===== src/rtl/kld_pkg.sv =====
package kld_pkg;
    localparam int ADC_W    = 10;
    localparam int N_KEYS   = 9;
    localparam int KEY_W    = 4;
    localparam int FULL_MV  = 3000;
    localparam logic [KEY_W-1:0] NO_KEY = 4'hF;

    // Divider voltage of each button in millivolts, indexed by button code.
    function automatic int key_mv(input int k);
        case (k)
            0:       return 0;
            1:       return 598;
            2:       return 890;
            3:       return 1167;
            4:       return 1452;
            5:       return 1734;
            6:       return 2017;
            7:       return 2296;
            default: return 2579;
        endcase
    endfunction

    function automatic int key_nominal(input int k);
        return (key_mv(k) * (1 << ADC_W) + FULL_MV / 2) / FULL_MV;
    endfunction

    // Lower edge of window k+1; the last entry is the upper edge of the top window.
    function automatic int key_edge(input int k);
        if (k < N_KEYS - 1)
            return (key_nominal(k) + key_nominal(k + 1)) / 2;
        return key_nominal(N_KEYS - 1)
             + (key_nominal(N_KEYS - 1) - key_nominal(N_KEYS - 2)) / 2;
    endfunction
endpackage


===== src/rtl/kld_classifier.sv =====
module kld_classifier
    import kld_pkg::*;
(
    input  logic [ADC_W-1:0] sample,
    output logic [KEY_W-1:0] hit
);
    logic [N_KEYS-1:0] above;

    for (genvar k = 0; k < N_KEYS; k++) begin : g_edge
        localparam logic [ADC_W:0] EDGE = (ADC_W+1)'(key_edge(k));
        assign above[k] = {1'b0, sample} >= EDGE;
    end

    always_comb begin
        if (above[N_KEYS-1])
            hit = NO_KEY;
        else
            hit = KEY_W'($countones(above));
    end

    always_comb begin
        for (int k = 1; k < N_KEYS; k++) begin
            AST_WINDOW_THERMO: assert (!above[k] || above[k-1]);
        end
    end
endmodule


===== src/rtl/kld_qualifier.sv =====
module kld_qualifier
    import kld_pkg::*;
#(
    parameter int STABLE = 3
) (
    input  logic             clk,
    input  logic             rst_n,
    input  logic             valid,
    input  logic [KEY_W-1:0] hit,
    input  logic             key_n,
    output logic [KEY_W-1:0] code,
    output logic             press,
    output logic             rel
);
    localparam int CNT_W = $clog2(STABLE + 1);

    typedef struct packed {
        logic [KEY_W-1:0] cand;
        logic [CNT_W-1:0] cnt;
        logic [KEY_W-1:0] code;
        logic             press;
        logic             rel;
    } qual_t;

    localparam qual_t QUAL_RST = '{cand: NO_KEY, cnt: '0, code: NO_KEY,
                                   press: 1'b0, rel: 1'b0};

    qual_t st_d, st_q;
    logic [CNT_W-1:0] run_d;

    always_comb begin
        st_d       = st_q;
        st_d.press = 1'b0;
        st_d.rel   = 1'b0;
        run_d      = (hit == st_q.cand) ? st_q.cnt + 1'b1 : CNT_W'(1);
        if (key_n) begin
            st_d.cand = NO_KEY;
            st_d.cnt  = '0;
            if (st_q.code != NO_KEY) begin
                st_d.rel  = 1'b1;
                st_d.code = NO_KEY;
            end
        end else if (valid && st_q.code == NO_KEY) begin
            if (hit == NO_KEY) begin
                st_d.cand = NO_KEY;
                st_d.cnt  = '0;
            end else if (run_d == CNT_W'(STABLE)) begin
                st_d.code  = hit;
                st_d.press = 1'b1;
                st_d.cand  = NO_KEY;
                st_d.cnt   = '0;
            end else begin
                st_d.cand = hit;
                st_d.cnt  = run_d;
            end
        end
    end

    always_ff @(posedge clk) begin
        if (!rst_n) st_q <= QUAL_RST;
        else        st_q <= st_d;
    end

    assign code  = st_q.code;
    assign press = st_q.press;
    assign rel   = st_q.rel;

    AST_EVENTS_EXCLUSIVE: assert property (@(posedge clk) disable iff (!rst_n)
        !(press && rel));
    AST_CODE_MOVES_WITH_EVENT: assert property (@(posedge clk) disable iff (!rst_n)
        !$stable(code) |-> (press || rel));
    AST_PRESS_REAL_KEY: assert property (@(posedge clk) disable iff (!rst_n)
        press |-> (code < KEY_W'(N_KEYS)));
    AST_PRESS_NEEDS_KEYDOWN: assert property (@(posedge clk) disable iff (!rst_n)
        press |-> $past(valid && !key_n));
    AST_RELEASE_NEEDS_KEYUP: assert property (@(posedge clk) disable iff (!rst_n)
        rel |-> ($past(key_n) && code == NO_KEY));
    AST_NO_REPRESS_WHILE_HELD: assert property (@(posedge clk) disable iff (!rst_n)
        (code != NO_KEY) |=> !press);
endmodule


===== src/rtl/keyladder_decoder.sv =====
module keyladder_decoder
    import kld_pkg::*;
#(
    parameter int STABLE = 3
) (
    input  logic             clk,
    input  logic             rst_n,
    input  logic             adc_valid,
    input  logic [ADC_W-1:0] adc_sample,
    input  logic             key_n,
    output logic [KEY_W-1:0] key_code,
    output logic             key_press,
    output logic             key_release
);
    logic [KEY_W-1:0] hit;

    kld_classifier u_classifier (
        .sample (adc_sample),
        .hit    (hit)
    );

    kld_qualifier #(.STABLE(STABLE)) u_qualifier (
        .clk   (clk),
        .rst_n (rst_n),
        .valid (adc_valid),
        .hit   (hit),
        .key_n (key_n),
        .code  (key_code),
        .press (key_press),
        .rel   (key_release)
    );
endmodule


===== config.mk =====
export PLATFORM = sky130hd
export DESIGN_NAME = keyladder_decoder
export DESIGN_NICKNAME = d
export VERILOG_FILES = /design/src/rtl/kld_pkg.sv /design/src/rtl/kld_classifier.sv /design/src/rtl/kld_qualifier.sv /design/src/rtl/keyladder_decoder.sv
export SDC_FILE = /design/constraint.sdc
export NUM_CORES = 1
export LEC_CHECK = 0
export ABC_AREA = 0
export ABC_CLOCK_PERIOD_IN_PS = 9550
export BUFFER_PORTS_ARGS = -buffer_cell sky130_fd_sc_hd__buf_2
export CAP_MARGIN = 20
export CORE_ASPECT_RATIO = 1.1
export CORE_UTILIZATION = 50
export CTS_BUF_LIST = sky130_fd_sc_hd__clkbuf_8
export CTS_CLUSTER_DIAMETER = 150
export DETAILED_ROUTE_END_ITERATION = 8
export GPL_TIMING_DRIVEN = 0
export PLACE_DENSITY = 0.79
export SYNTH_ARGS = -nofsm -noshare
export SYNTH_HDL_FRONTEND = slang
export SYNTH_SLANG_ARGS = --single-unit

===== constraint.sdc =====
create_clock -name clk -period 9.55 [get_ports clk]
set_clock_uncertainty 0.1 [all_clocks]
set_input_delay 0.955 -clock clk [delete_from_list [all_inputs] [get_ports clk]]
set_output_delay 0.955 -clock clk [all_outputs]
set_load 0.02 [all_outputs]

==> flow_metrics.py <==
metrics = {
    "pwr": {
        "p_sw_uw": 56.1,
        "p_per_area_nw_per_um2": 159,
        "vdd_drop_max_mv": 0.127,
        "p_leak_uw": 0.000501,
        "power_frac_clock_pct": 30.9,
        "p_sw_share_pct": 32.6,
        "seq_power_share_pct": 31.4,
        "p_int_uw": 116,
        "p_comb_share_pct": 37.6,
    },
    "worst_setup_path": {
        "required_ns": 9.57,
        "startpoint_type": "primary input",
        "r2r_cells": 5,
        "rrSetupSlack_ns": 7.77,
        "startpoint": "adc_sample[8]",
        "critPathCaptureType": "flip-flop",
        "crit_type": "primary input to flip-flop",
        "endpoint": "u_qualifier.code[3]$_SDFFE_PN1P_",
        "r2r-end": "u_qualifier.code[3]$_SDFFE_PN1P_",
        "reg2reg_from": "u_qualifier.code[3]$_SDFFE_PN1P_",
        "cp_max_fo": 9,
        "worstPathArrival_ns": 4.83,
    },
    "clock_tree": {
        "ctsHoldBuffers": 0,
        "cts.reportedPaths.clkPinSlew_ns": 0.05,
        "htreeDepth": 1,
        "cts-root-buf": "clkbuf_8",
        "cts_resized": 0,
        "cts_buffers": 3,
        "cts_setup_buffers": 0,
        "clk_latency_ns": 0.23,
        "cts_num_sinks": 12,
        "tritoncts": "done",
        "clock_path_buffers": 2,
    },
    "sta": {
        "setup_ws_ns": 4.74,
        "rsz0062_at_grt": "false",
        "worstMarginPinSlew_ns": 0.410,
        "fmax_ghz": 0.208,
        "maxSlewHeadroom_pct": 72.6,
        "setup_viol": 0,
        "finalHoldViolCount": 0,
        "period_needed_ns": 4.81,
        "post-route-period-util_pct": 50.3,
        "report.final.slew_viol_count": 0,
        "fin_setup_tns_ns": 0,
    },
    "floorplan": {
        "rows": 15,
        "die_w_um": 43.0,
        "die_area_um2": 2030,
        "initial_utilization_pct": 56.1,
        "core_um2": 1650,
        "die_h_um": 47.1,
        "ioPinCount": 20,
    },
    "placed_design": {
        "gp_congestion": 0.719,
        "dpl.hpwl_um": 1520,
        "port-buffer-count": 16,
        "pre_cts_slack_ns": 4.50,
    },
    "synthesis": {
        "yosysTopAreaCell": "dfxtp_1",
        "synth_fp_nets": 127,
        "synth_flop_cell": "dfxtp_1",
        "syn_area_um2": 926,
        "synth-warning-count": 0,
        "ys_ff_latch": 12,
        "async_reset_ff_share_pct": 0,
        "synthTopCellsByCount": "dfxtp_1 (12), inv_1 (8), nor2_1 (7)",
        "syn_avg_cell_area_um2": 8.99,
        "postSynthCellCount": 103,
        "ys_seq_area_share_pct": 25.9,
        "synth_edf_count": 0,
        "synth_most_common_cell": "dfxtp_1",
        "synth_top_area_share_pct": 25.9,
        "synthTopCellsByArea": "dfxtp_1 (26%), fa_1 (8.6%), ha_1 (8.1%), o32a_1 (4.3%), a21oi_1 (3.2%)",
        "yosysUniqueCellTypes": 40,
    },
    "final_layout": {
        "drive_above_1_share_pct": 26.0,
        "synthToLayoutAreaGrowth_pct": 16.9,
        "fillers": 145,
        "n_antenna_cell": 0,
        "final_nets": 148,
    },
    "outcome": {
        "status": "finished clean",
    },
    "grt": {
        "grt_pass1_wl_um": 3080,
        "grt_max_degree": 10,
        "grtUsageTotal_pct": 20.0,
        "grt.overflow.total": 0,
        "antenna_found_initial": 0,
        "grt_pass1_vias": 739,
    },
    "drt": {
        "drt_wl_total_um": 1940,
        "drt_pass1_iterations": 4,
        "wl_per_cell_um": 13.8,
        "vias_per_cell": 5.91,
        "ant_nets": 0,
        "drc": 0,
        "vias": 828,
        "drt_iter0_markers": 17,
    },
    "run": {
        "max-cap-violations": 0,
    },
    "hold_path": {
        "hold_class": "flip-flop to flip-flop",
    },
}
state kept, by name, summed over array words and instances (netlist names):
register           cells
u_qualifier.st_q       6
u_qualifier.code       4
u_qualifier.rel        1
u_qualifier.press      1
per-layer routing:
| metal | global-route usage [%] | wire, um | part of all wire [%] |
|---|---|---|---|
| met1 | 23.9 | 844 | 44 |
| met2 | 37.6 | 1040 | 54 |
| met3 | 1.15 | 45 | 2.3 |
| met4 | 9.09 | 9 | 0.46 |
| met5 | 0 | 0 | 0 |
worst max-delay path, stage by stage:
cell,delay (ns)
buf_2,0.15
o41a_1,0.43
ha_1,0.33
fa_1,0.49
ha_1,0.40
a21o_1,0.19
ha_1,0.18
fa_1,0.56
and4bb_2,0.34
a21oi_1,0.05
o22ai_2,0.21
nand4_4,0.20
o32a_1,0.32
kinds of logic (layout without fill, tap and decap cells):
kind of cell / count (synthesis) / after routing / share of synthesized area [%]
AOI/OAI and AO/OA: 31 / 31 / 25.9
xor gates and xnor gates: 2 / 2 / 1.89
adders and majority gates: 10 / 10 / 16.8
buffers and inverters: 15 / 35 / 8.11
DFF: 12 / 12 / 25.9
and+or+nand+nor: 33 / 33 / 21.4
area by class of cell:
cell class	instances	area (um2)	area share, %
Buffer	7	45.0	4.16
Clock buffer	4	55.1	5.09
Inverter	8	30.0	2.77
Multi-Input combinational cell	76	611	56.4
Sequential cell	12	240	22.2
Tap cell	17	21.3	1.97
Timing Repair Buffer	16	80.1	7.40
metrics by stage:
step	util [%]	instance area, um2	cells	power, uW	hold slack (ns)
final	65.5	1080	140	172	0.393
after CTS	65.5	1080	140	173	0.396
after global routing	65.5	1080	140	182	0.426
after floorplan	-	926	103	104	0.370
after detailed placement	62.2	1030	136	120	0.384
after global placement	62.2	1030	136	116	0.391
placed cells by master, fill, tap and decap left out, drive strengths merged, types with 2 or more instances in the layout:
master / count
buf: 23
o21a: 2
clkbuf: 4
and3: 2
nand2: 5
o32a: 4
nand2b: 2
inv: 8
fa: 4
a21oi: 6
o22ai: 6
dfxtp: 12
ha: 6
nand4: 3
xnor2: 2
nor2: 7
o21ai: 3
nand3: 5
worst min path at each step:
stage	cells past startpoint	endpoint	from	slack, ns
6_report	1	u_qualifier.code[2]$_SDFFE_PN1P_	u_qualifier.code[2]$_SDFFE_PN1P_	0.39
5_1_grt	1	u_qualifier.code[1]$_SDFFE_PN1P_	u_qualifier.code[1]$_SDFFE_PN1P_	0.43
4_1_cts	1	u_qualifier.code[2]$_SDFFE_PN1P_	u_qualifier.code[2]$_SDFFE_PN1P_	0.40
2_1_floorplan	1	u_qualifier.code[2]$_SDFFE_PN1P_	u_qualifier.code[2]$_SDFFE_PN1P_	0.37
3_3_place_gp	1	u_qualifier.code[2]$_SDFFE_PN1P_	u_qualifier.code[2]$_SDFFE_PN1P_	0.39
3_5_place_dp	1	u_qualifier.code[2]$_SDFFE_PN1P_	u_qualifier.code[2]$_SDFFE_PN1P_	0.38
power groups by stage:
stage          registers, uW  logic, uW  clock network (uW)
2_1_floorplan           54.6       49.0                   0
3_5_place_dp            55.0       64.6                   0
3_3_place_gp            54.8       61.0                   0
4_1_cts                 54.0       65.0                54.1
6_report                54.1       64.7                53.3
5_1_grt                 54.3       71.1                57.0
Note: power is estimated with default switching activity, not from simulation.
